==> src/rtl/irq_router_pkg.sv <==
package irq_router_pkg;
  localparam int EVT_W      = 13;
  localparam int CLKOFF_BIT = 4;
  localparam int RX_BIT     = 5;
  localparam int TX_BIT     = 6;

  // Strobes from control to datapath
  typedef struct packed {
    logic [EVT_W-1:0] clrVec;   // bits to clear this cycle
    logic [EVT_W-1:0] setVec;   // bits forced set by commands
    logic             maskLoad; // load mask register
    logic             steer;    // route FIFO requests to DMA
  } ctrlStrb_t;
endpackage

==> src/rtl/irq_router_ctrl.sv <==
module irq_router_ctrl
  import irq_router_pkg::*;
(
  input  logic      rxFifoRd,
  input  logic      txFifoWr,
  input  logic      clkStart,
  input  logic      clkStop,
  input  logic      maskWrEn,
  input  logic      dmaEn,
  output ctrlStrb_t strb
);
  always_comb begin
    strb = '0;
    strb.clrVec[RX_BIT]     = rxFifoRd;
    strb.clrVec[TX_BIT]     = txFifoWr;
    strb.clrVec[CLKOFF_BIT] = clkStart;
    strb.setVec[CLKOFF_BIT] = clkStop;
    strb.maskLoad           = maskWrEn;
    strb.steer              = dmaEn;
  end
endmodule

==> src/rtl/irq_router_dp.sv <==
module irq_router_dp
  import irq_router_pkg::*;
(
  input  logic             clk,
  input  logic             rstN,
  input  ctrlStrb_t        strb,
  input  logic [EVT_W-1:0] evtSet,
  input  logic [EVT_W-1:0] maskIn,
  output logic             irqOut,
  output logic             rxDmaReq,
  output logic             txDmaReq,
  output logic [EVT_W-1:0] reqStatus,
  output logic [EVT_W-1:0] maskStatus
);
  logic [EVT_W-1:0] steerMask;
  logic [EVT_W-1:0] reqQ, reqNext, maskQ, effMask;
  logic irqD, rxD, txD;

  // Steering mask built per bit
  for (genvar i = 0; i < EVT_W; i++) begin : g_steer
    assign steerMask[i] = (i == RX_BIT) || (i == TX_BIT);
  end

  // Set pulses take priority over clears
  assign reqNext = (reqQ & ~strb.clrVec) | strb.setVec | evtSet;
  assign effMask = maskQ | (strb.steer ? steerMask : '0);
  assign irqD    = |(reqQ & ~effMask);
  assign rxD     = strb.steer & reqQ[RX_BIT];
  assign txD     = strb.steer & reqQ[TX_BIT];

  always_ff @(posedge clk or negedge rstN) begin
    if (!rstN) begin
      reqQ     <= '0;
      maskQ    <= '0;
      irqOut   <= 1'b0;
      rxDmaReq <= 1'b0;
      txDmaReq <= 1'b0;
    end else begin
      reqQ     <= reqNext;
      if (strb.maskLoad) maskQ <= maskIn;
      irqOut   <= irqD;
      rxDmaReq <= rxD;
      txDmaReq <= txD;
    end
  end

  assign reqStatus  = reqQ;
  assign maskStatus = maskQ;
endmodule

==> src/rtl/irq_router.sv <==
module irq_router
  import irq_router_pkg::*;
#(
  parameter int DATA_W = 32
) (
  input  logic              clk,
  input  logic              rstN,
  input  logic [EVT_W-1:0]  evtSet,
  input  logic              maskWrEn,
  input  logic [DATA_W-1:0] maskWrData,
  input  logic              dmaEn,
  input  logic              rxFifoRd,
  input  logic              txFifoWr,
  input  logic              clkStart,
  input  logic              clkStop,
  output logic              irqOut,
  output logic              rxDmaReq,
  output logic              txDmaReq,
  output logic [EVT_W-1:0]  reqStatus,
  output logic [EVT_W-1:0]  maskStatus
);
  ctrlStrb_t strb;
  logic      unusedHiBits;

  // Upper write bits are dropped
  assign unusedHiBits = ^maskWrData[DATA_W-1:EVT_W];

  irq_router_ctrl i_ctrl (
    .rxFifoRd(rxFifoRd), .txFifoWr(txFifoWr), .clkStart(clkStart),
    .clkStop(clkStop), .maskWrEn(maskWrEn), .dmaEn(dmaEn), .strb(strb)
  );

  irq_router_dp i_dp (
    .clk(clk), .rstN(rstN), .strb(strb), .evtSet(evtSet),
    .maskIn(maskWrData[EVT_W-1:0]), .irqOut(irqOut),
    .rxDmaReq(rxDmaReq), .txDmaReq(txDmaReq),
    .reqStatus(reqStatus), .maskStatus(maskStatus)
  );
endmodule

==> config.mk <==
export PLATFORM = sky130hd
export DESIGN_NAME = irq_router
export DESIGN_NICKNAME = d
export VERILOG_FILES = /design/src/rtl/irq_router_pkg.sv /design/src/rtl/irq_router_ctrl.sv /design/src/rtl/irq_router_dp.sv /design/src/rtl/irq_router.sv
export SDC_FILE = /design/constraint.sdc
export NUM_CORES = 1
export LEC_CHECK = 0
export BUFFER_PORTS_ARGS = -buffer_cell sky130_fd_sc_hd__buf_2
export CORE_ASPECT_RATIO = 0.8
export CORE_MARGIN = 8
export CORE_UTILIZATION = 39
export CTS_BUF_LIST = sky130_fd_sc_hd__clkbuf_16
export DETAILED_ROUTE_END_ITERATION = 6
export GPL_ROUTABILITY_DRIVEN = 1
export PLACE_DENSITY = 0.79
export SLEW_MARGIN = 10
export SYNTH_ARGS = -nofsm -noshare
export SYNTH_HDL_FRONTEND = slang
export SYNTH_SLANG_ARGS = --single-unit
==> constraint.sdc <==
create_clock -name clk -period 1.4 [get_ports clk]
set_input_delay 0.07 -clock clk [delete_from_list [all_inputs] [get_ports clk]]
set_output_delay 0.07 -clock clk [all_outputs]
set_load 0.03 [all_outputs]
==> results.txt, run 1 <==
Post-synth EDFFs = 0
total number of vias = 862
Synth Register Bits = 29
worst path cell trace = or2b_1 > o2111ai_1 > or4_1
CTS tree = built
postcts setup bufs = 0
synthesized cell area = 1090 um2
CTS Buffer Depth = 2
Register Area = 726 um2
die width = 75.2 um
# setup viols final = 0
Layout area overhead = 54.4%
area of the multi-input gates = 342 um2
Avg Cell Area, Syn = 13.9 um2
vias in the first global route = 993
largest net degree at the start of global routing = 30
total CTS buffers = 5
Finished Layout Cells = 196
CP delay by family, top = simple AND/OR/NAND/NOR gates
maxcap violations = 0
measured slew at the worst slew-check pin = 0.623 ns
DR vias/cell = 4.40
Post-DP HPWL = 2160 um
DRT iter0 DRCs = 21
fin. max-slew vios = 0
Overflow after GRT = 0
Routed WL per cell = 14.4 um
post-synthesis net count = 132
critical path endpoint category = register
Post-synth ARST share = 100%
Antenna Cells = 0
Cell Pwr Density = 1280 nW/um2
first-pass GRT wire length = 4410 um
final count of hold timing violations = 0
Clk Latency, worst-skew pair = 0.26 ns
drt drc = 0
I/O Buffers = 62
Fillers = 244
die area = 4770 um2
Placed Instances = 178
proportion of layout cells with a drive suffix above 1 = 57.0%
WP buf/inv = 0
Arrival @ worst endpoint = 1.41 ns
post-synthesis sequential area ratio = 66.3%
Crit Path Class = reg2reg
Root Driver = clkbuf_16
pre-CTS WS = 0.124 ns
initial core utilization = 40.2%
core area = 2720 um2
Crit-path slowest cell = or4_1
top_reg_cell synth = dfrtp_1
Post-DRT Antenna Nets = 0
CP Launch Type = register
Relative slew margins = 58.5%
CTS resizes = 0
IO Pins = 82
clock-pin slew on the worst setup and hold paths = 0.05 ns
worst setup margin = 0.114 ns
peak supply drop = 1130 uV
Total Power = 2.17 mW
Die Y = 63.4 um
Leak = 0.813 nW
nets = 211
critical path fanouts, max = 3
outcome = finished clean
CP max stage delay = 0.50 ns
Hold Path Class = in2reg
Global Route Usage Sum = 12.1%
Yosys cell types = 15
RSZ-0062 raised after global routing = no
Clock Skew = 0.00522 ns
fin crit period = 1.29 ns
initial antenna violation count = 0
Critical Path RT = 1.53 ns
setup TNS = 0 ns
Routability Congestion = 0.721
Gate Count Post-Synth = 79
CTS HTree Levels = 2
Routed WL = 2820 um
fmax = 778 MHz
Yosys warnings = 0
Rows = 17
DRT Pass-1 Iters = 4
CTS Sinks = 29
crit share post-route = 91.8%
[report_power, final]
| part | total, mW | switching (mW) | internal [mW] |
|---|---|---|---|
| clock network | 0.936 | 0.306 | 0.630 |
| registers | 0.917 | 0.0295 | 0.888 |
| logic | 0.314 | 0.177 | 0.137 |
[sequential cells by signal (all words and copies together) (netlist names)]
signal           count
i_dp.irqOut          1
i_dp.maskStatus     13
i_dp.txDmaReq        1
i_dp.reqStatus      13
i_dp.rxDmaReq        1
[what timing repair did]
action	in CTS	in global routing
setup endpoints to repair	0	0
hold endpoints to repair	39	0
hold buffers	11	0
[placed cells by master, fill, tap and decap left out]
cell | Yosys | routed
a21o_1 | 2 | 2
a21oi_1 | 1 | 1
and2_1 | 2 | 2
buf_2 | 1 | 62
clkbuf_16 | 0 | 5
clkinv_1 | 0 | 1
dfrtp_1 | 29 | 29
dlygate4sd3_1 | 0 | 11
inv_1 | 6 | 7
mux2_2 | 13 | 13
nand2b_1 | 8 | 8
nor2_1 | 1 | 1
o2111ai_1 | 2 | 2
o21ai_0 | 1 | 1
o221ai_1 | 1 | 1
or2_2 | 10 | 10
or2b_1 | 1 | 1
or4_1 | 1 | 1
[synth_stat cells (2+ instances only)]
cell type	number	area, um2
a21o_1	2	15.0
and2_1	2	12.5
dfrtp_1	29	726
inv_1	6	22.5
mux2_2	13	146
nand2b_1	8	50.1
o2111ai_1	2	17.5
or2_2	10	62.6
[path summary, 6_finish.rpt]
path | start | endpoint | slack, ns | cells past startpoint
max | i_dp.reqStatus[3] | i_dp.irqOut | 0.11 | 3
min | evtSet[8] | i_dp.reqStatus[8] | 0.003 | 2
min reg2reg | i_dp.reqStatus[11] | i_dp.reqStatus[11] | 0.49 | 1
max reg2reg | i_dp.reqStatus[3] | i_dp.irqOut | 0.11 | 3
max in group asynchronous | rstN | i_dp.reqStatus[2] | 0.62 | 2
min in group asynchronous | rstN | i_dp.reqStatus[7] | 0.36 | 2
[cells by family after synthesis]
family                 synth area share, %
and+or+nand+nor                       13.1
AOI/OAI and AO/OA                     4.68
muxes                                 13.4
buffers and inverters                 2.51
DFF                                   66.3
[per-layer routing]
| metal | global-route usage [%] | vias up | part of all wire [%] |
|---|---|---|---|
| li1 | - | 415 | - |
| met1 | 12.8 | 402 | 40 |
| met2 | 20.4 | 40 | 49 |
| met3 | 6.00 | 5 | 10 |
| met4 | 3.59 | 0 | 0.81 |
| met5 | 0 | - | 0 |
[metrics by stage]
step	instance area, um2	util (%)	hold slack (ns)
after global placement	1450	53.2	0.116
after CTS	1690	62.1	0.00197
after global routing	1690	62.1	0.00503
after detailed placement	1450	53.2	0.126
after floorplan	1090	-	-0.226
final	1690	62.1	0.00299
[area by class of cell]
| cell class | instances | area share (%) |
|---|---|---|
| multi-input cells | 43 | 20.2 |
| flip-flops and latches | 29 | 42.9 |
| repair buffers | 73 | 24.9 |
| clock inverters | 2 | 0.444 |
| clock buffers | 5 | 7.40 |
| well taps | 38 | 2.81 |
| inverters | 6 | 1.33 |
Power figures use the tool's default switching activity.
==> run 2: changes to the inputs <==
--- a/config.mk
+++ b/config.mk
@@ -8,11 +8,11 @@
 export BUFFER_PORTS_ARGS = -buffer_cell sky130_fd_sc_hd__buf_2
 export CORE_ASPECT_RATIO = 0.8
 export CORE_MARGIN = 8
-export CORE_UTILIZATION = 39
+export CORE_UTILIZATION = 35
 export CTS_BUF_LIST = sky130_fd_sc_hd__clkbuf_16
 export DETAILED_ROUTE_END_ITERATION = 6
 export GPL_ROUTABILITY_DRIVEN = 1
-export PLACE_DENSITY = 0.79
+export PLACE_DENSITY = 0.75
 export SLEW_MARGIN = 10
 export SYNTH_ARGS = -nofsm -noshare
 export SYNTH_HDL_FRONTEND = slang
==> constraint.sdc (replaced) <==
create_clock -name clk -period 1.1 [get_ports clk]
set_input_delay 0.055 -clock clk [delete_from_list [all_inputs] [get_ports clk]]
set_output_delay 0.055 -clock clk [all_outputs]
set_load 0.03 [all_outputs]
==> run 2 against run 1 <==
The flow now finishes with violations (setup timing). Wire length is 7.5% higher. Critical path depth stayed put. Non-clock buffer count increased by 25. Count of clock-buffer cells in the layout unchanged. Sequential share of layout area shrank 4.3 points. Critical endpoint unchanged. Largest cell class unchanged.
==> results.txt, run 2 (same netlist as run 1, synthesis figures left out) <==
I/O Buffers = 62 (unchanged)
postcts setup bufs = 0 (unchanged)
crit share post-route = 113% (was 91.8%)
failing checks = setup timing
Seq pwr share = 40.7% (was 42.3%)
pre-CTS WS = -0.153 ns (was 0.124 ns)
Cell Pwr Density = 1490 nW/um2 (was 1280 nW/um2)
setup TNS = -0.146 ns (was 0 ns)
Comb pwr share = 17.0% (was 14.5%)
fin crit period = 1.25 ns (was 1.29 ns)
Relative slew margins = 57.9% (was 58.5%)
die area = 5180 um2 (was 4770 um2)
Overflow after GRT = 0 (unchanged)
Global Route Usage Sum = 13.2% (was 12.1%)
net switching power = 689 uW (was 513 uW)
measured slew at the worst slew-check pin = 0.632 ns (was 0.623 ns)
peak supply drop = 1090 uV (was 1130 uV)
Hold Path Class = in2reg (unchanged)
IO Pins = 82 (unchanged)
sw frac = 24.0% (was 23.7%)
total CTS buffers = 5 (unchanged)
worst hold slack = 0.0168 ns (was 0.00299 ns)
RSZ-0062 raised after global routing = yes (was no)
drt drc = 0 (unchanged)
Post-DRT Antenna Nets = 0 (unchanged)
maxcap violations = 0 (unchanged)
clock group share of total power = 42.3% (was 43.2%)
Routed WL per cell = 13.6 um (was 14.4 um)
Die Y = 66.0 um (was 63.4 um)
Root Driver = clkbuf_16 (unchanged)
Clk Latency, worst-skew pair = 0.27 ns (was 0.26 ns)
Routed WL = 3040 um (was 2820 um)
Register Area = 742 um2 (was 726 um2)
Clock Skew = 0.00788 ns (was 0.00522 ns)
CP Launch Type = register (unchanged)
fmax = 803 MHz (was 778 MHz)
Layout area overhead = 75.3% (was 54.4%)
CTS Buffer Depth = 2 (unchanged)
fin. max-slew vios = 0 (unchanged)
CTS HTree Levels = 2 (unchanged)
initial core utilization = 36.0% (was 40.2%)
initial antenna violation count = 0 (unchanged)
Antenna Cells = 0 (unchanged)
Total Power = 2.87 mW (was 2.17 mW)
post-layout instance area = 1920 um2 (was 1690 um2)
Int Power = 2.18 mW (was 1.66 mW)
die width = 78.5 um (was 75.2 um)
CTS Sinks = 29 (unchanged)
largest net degree at the start of global routing = 30 (unchanged)
worst setup margin = -0.146 ns (was 0.114 ns)
Leak = 0.920 nW (was 0.813 nW)
Crit Path Class = reg2reg (unchanged)
first-pass GRT wire length = 5180 um (was 4410 um)
nets = 236 (was 211)
Fillers = 257 (was 244)
critical path fanouts, max = 3 (unchanged)
Rows = 18 (was 17)
# setup viols final = 1 (was 0)
CTS tree = built (unchanged)
Arrival @ worst endpoint = 1.39 ns (was 1.41 ns)
critical path endpoint category = register (unchanged)
Post-DP HPWL = 2280 um (was 2160 um)
commonest non-fill, non-tap cells in the layout = buf_2, buf_4, dlygate4sd3_1, dfrtp_1 (was buf_2, dfrtp_1, mux2_2)
core area = 3040 um2 (was 2720 um2)
DR vias/cell = 4.29 (was 4.40)
final count of hold timing violations = 0 (unchanged)
DRT Pass-1 Iters = 4 (unchanged)
placed instance area = 1620 um2 (was 1450 um2)
Routability Congestion = 0.720 (was 0.721)
area of the multi-input gates = 348 um2 (was 342 um2)
outcome = finished with violations (was finished clean)
clock-pin slew on the worst setup and hold paths = 0.05 ns (about the same)
commonest non-fill, non-tap cell in the layout = buf_2 (unchanged)
vias in the first global route = 1128 (was 993)
total number of vias = 962 (was 862)
DRT iter0 DRCs = 35 (was 21)
proportion of layout cells with a drive suffix above 1 = 67.4% (was 57.0%)
Critical Path RT = 1.24 ns (was 1.53 ns)
run 2: cell count changes in the layout (fill, tap and decap cells not counted):
cell	change
buf_4	+20
dfrtp_1	-13
dfrtp_2	+13
dlygate4sd3_1	+5
inv_1	+1
o2111ai_1	-1
o2111ai_2	+1
run 2: power by group through the flow:
stage          Sequential [mW]  Combinational (mW)  Clock [mW]
2_1_floorplan             1.31              0.0931           0
3_5_place_dp              1.18               0.446           0
6_report                  1.17               0.487        1.21
4_1_cts                   1.17               0.495        1.24
5_1_grt                   1.18               0.528        1.30
3_3_place_gp              1.18               0.441           0
run 2: worst max-delay path, cell delays in order, from the launching register on:
cell       delay (ns)
dfrtp_2          0.42
nand2b_1         0.07
o2111ai_1        0.11
or4_1            0.52
run 2: timing repair:
item                       in CTS  in global routing
setup endpoints to repair       1                  1
hold buffers                   16                  0
hold endpoints to repair       42                  0
gates resized for setup         1                  0
run 2: path summary, 6_finish.rpt:
check	start	endpoint	slack [ns]	cells past startpoint
max	i_dp.reqStatus[2]	i_dp.irqOut	-0.15	3
max in group asynchronous	rstN	i_dp.maskStatus[7]	0.30	2
max reg2reg	i_dp.reqStatus[2]	i_dp.irqOut	-0.15	3
min	maskWrData[5]	i_dp.maskStatus[5]	0.02	2
min reg2reg	i_dp.reqStatus[8]	i_dp.reqStatus[8]	0.48	1
min in group asynchronous	rstN	i_dp.reqStatus[8]	0.35	2
run 2: cell type report:
type                    count  share of cell area [%]
flip-flops and latches     29                    38.7
repair buffers             98                    32.3
multi-input cells          43                    18.1
clock buffers               5                    6.52
well taps                  40                    2.61
inverters                   6                    1.17
clock inverters             3                   0.587
run 2: per-layer routing:
layer | vias up | GRT usage (%) | wire, um
li1 | 473 | - | -
met1 | 448 | 12.8 | 1130
met2 | 36 | 22.9 | 1610
met3 | 5 | 5.71 | 241
met4 | 0 | 8.29 | 59
met5 | - | 0 | 0
run 2: per-stage QoR:
stage	utilization, %	std cells
floorplan	-	79
global route	63.1	224
detailed placement	53.2	200
CTS	63.1	224
global placement	53.2	200
finish	63.1	224
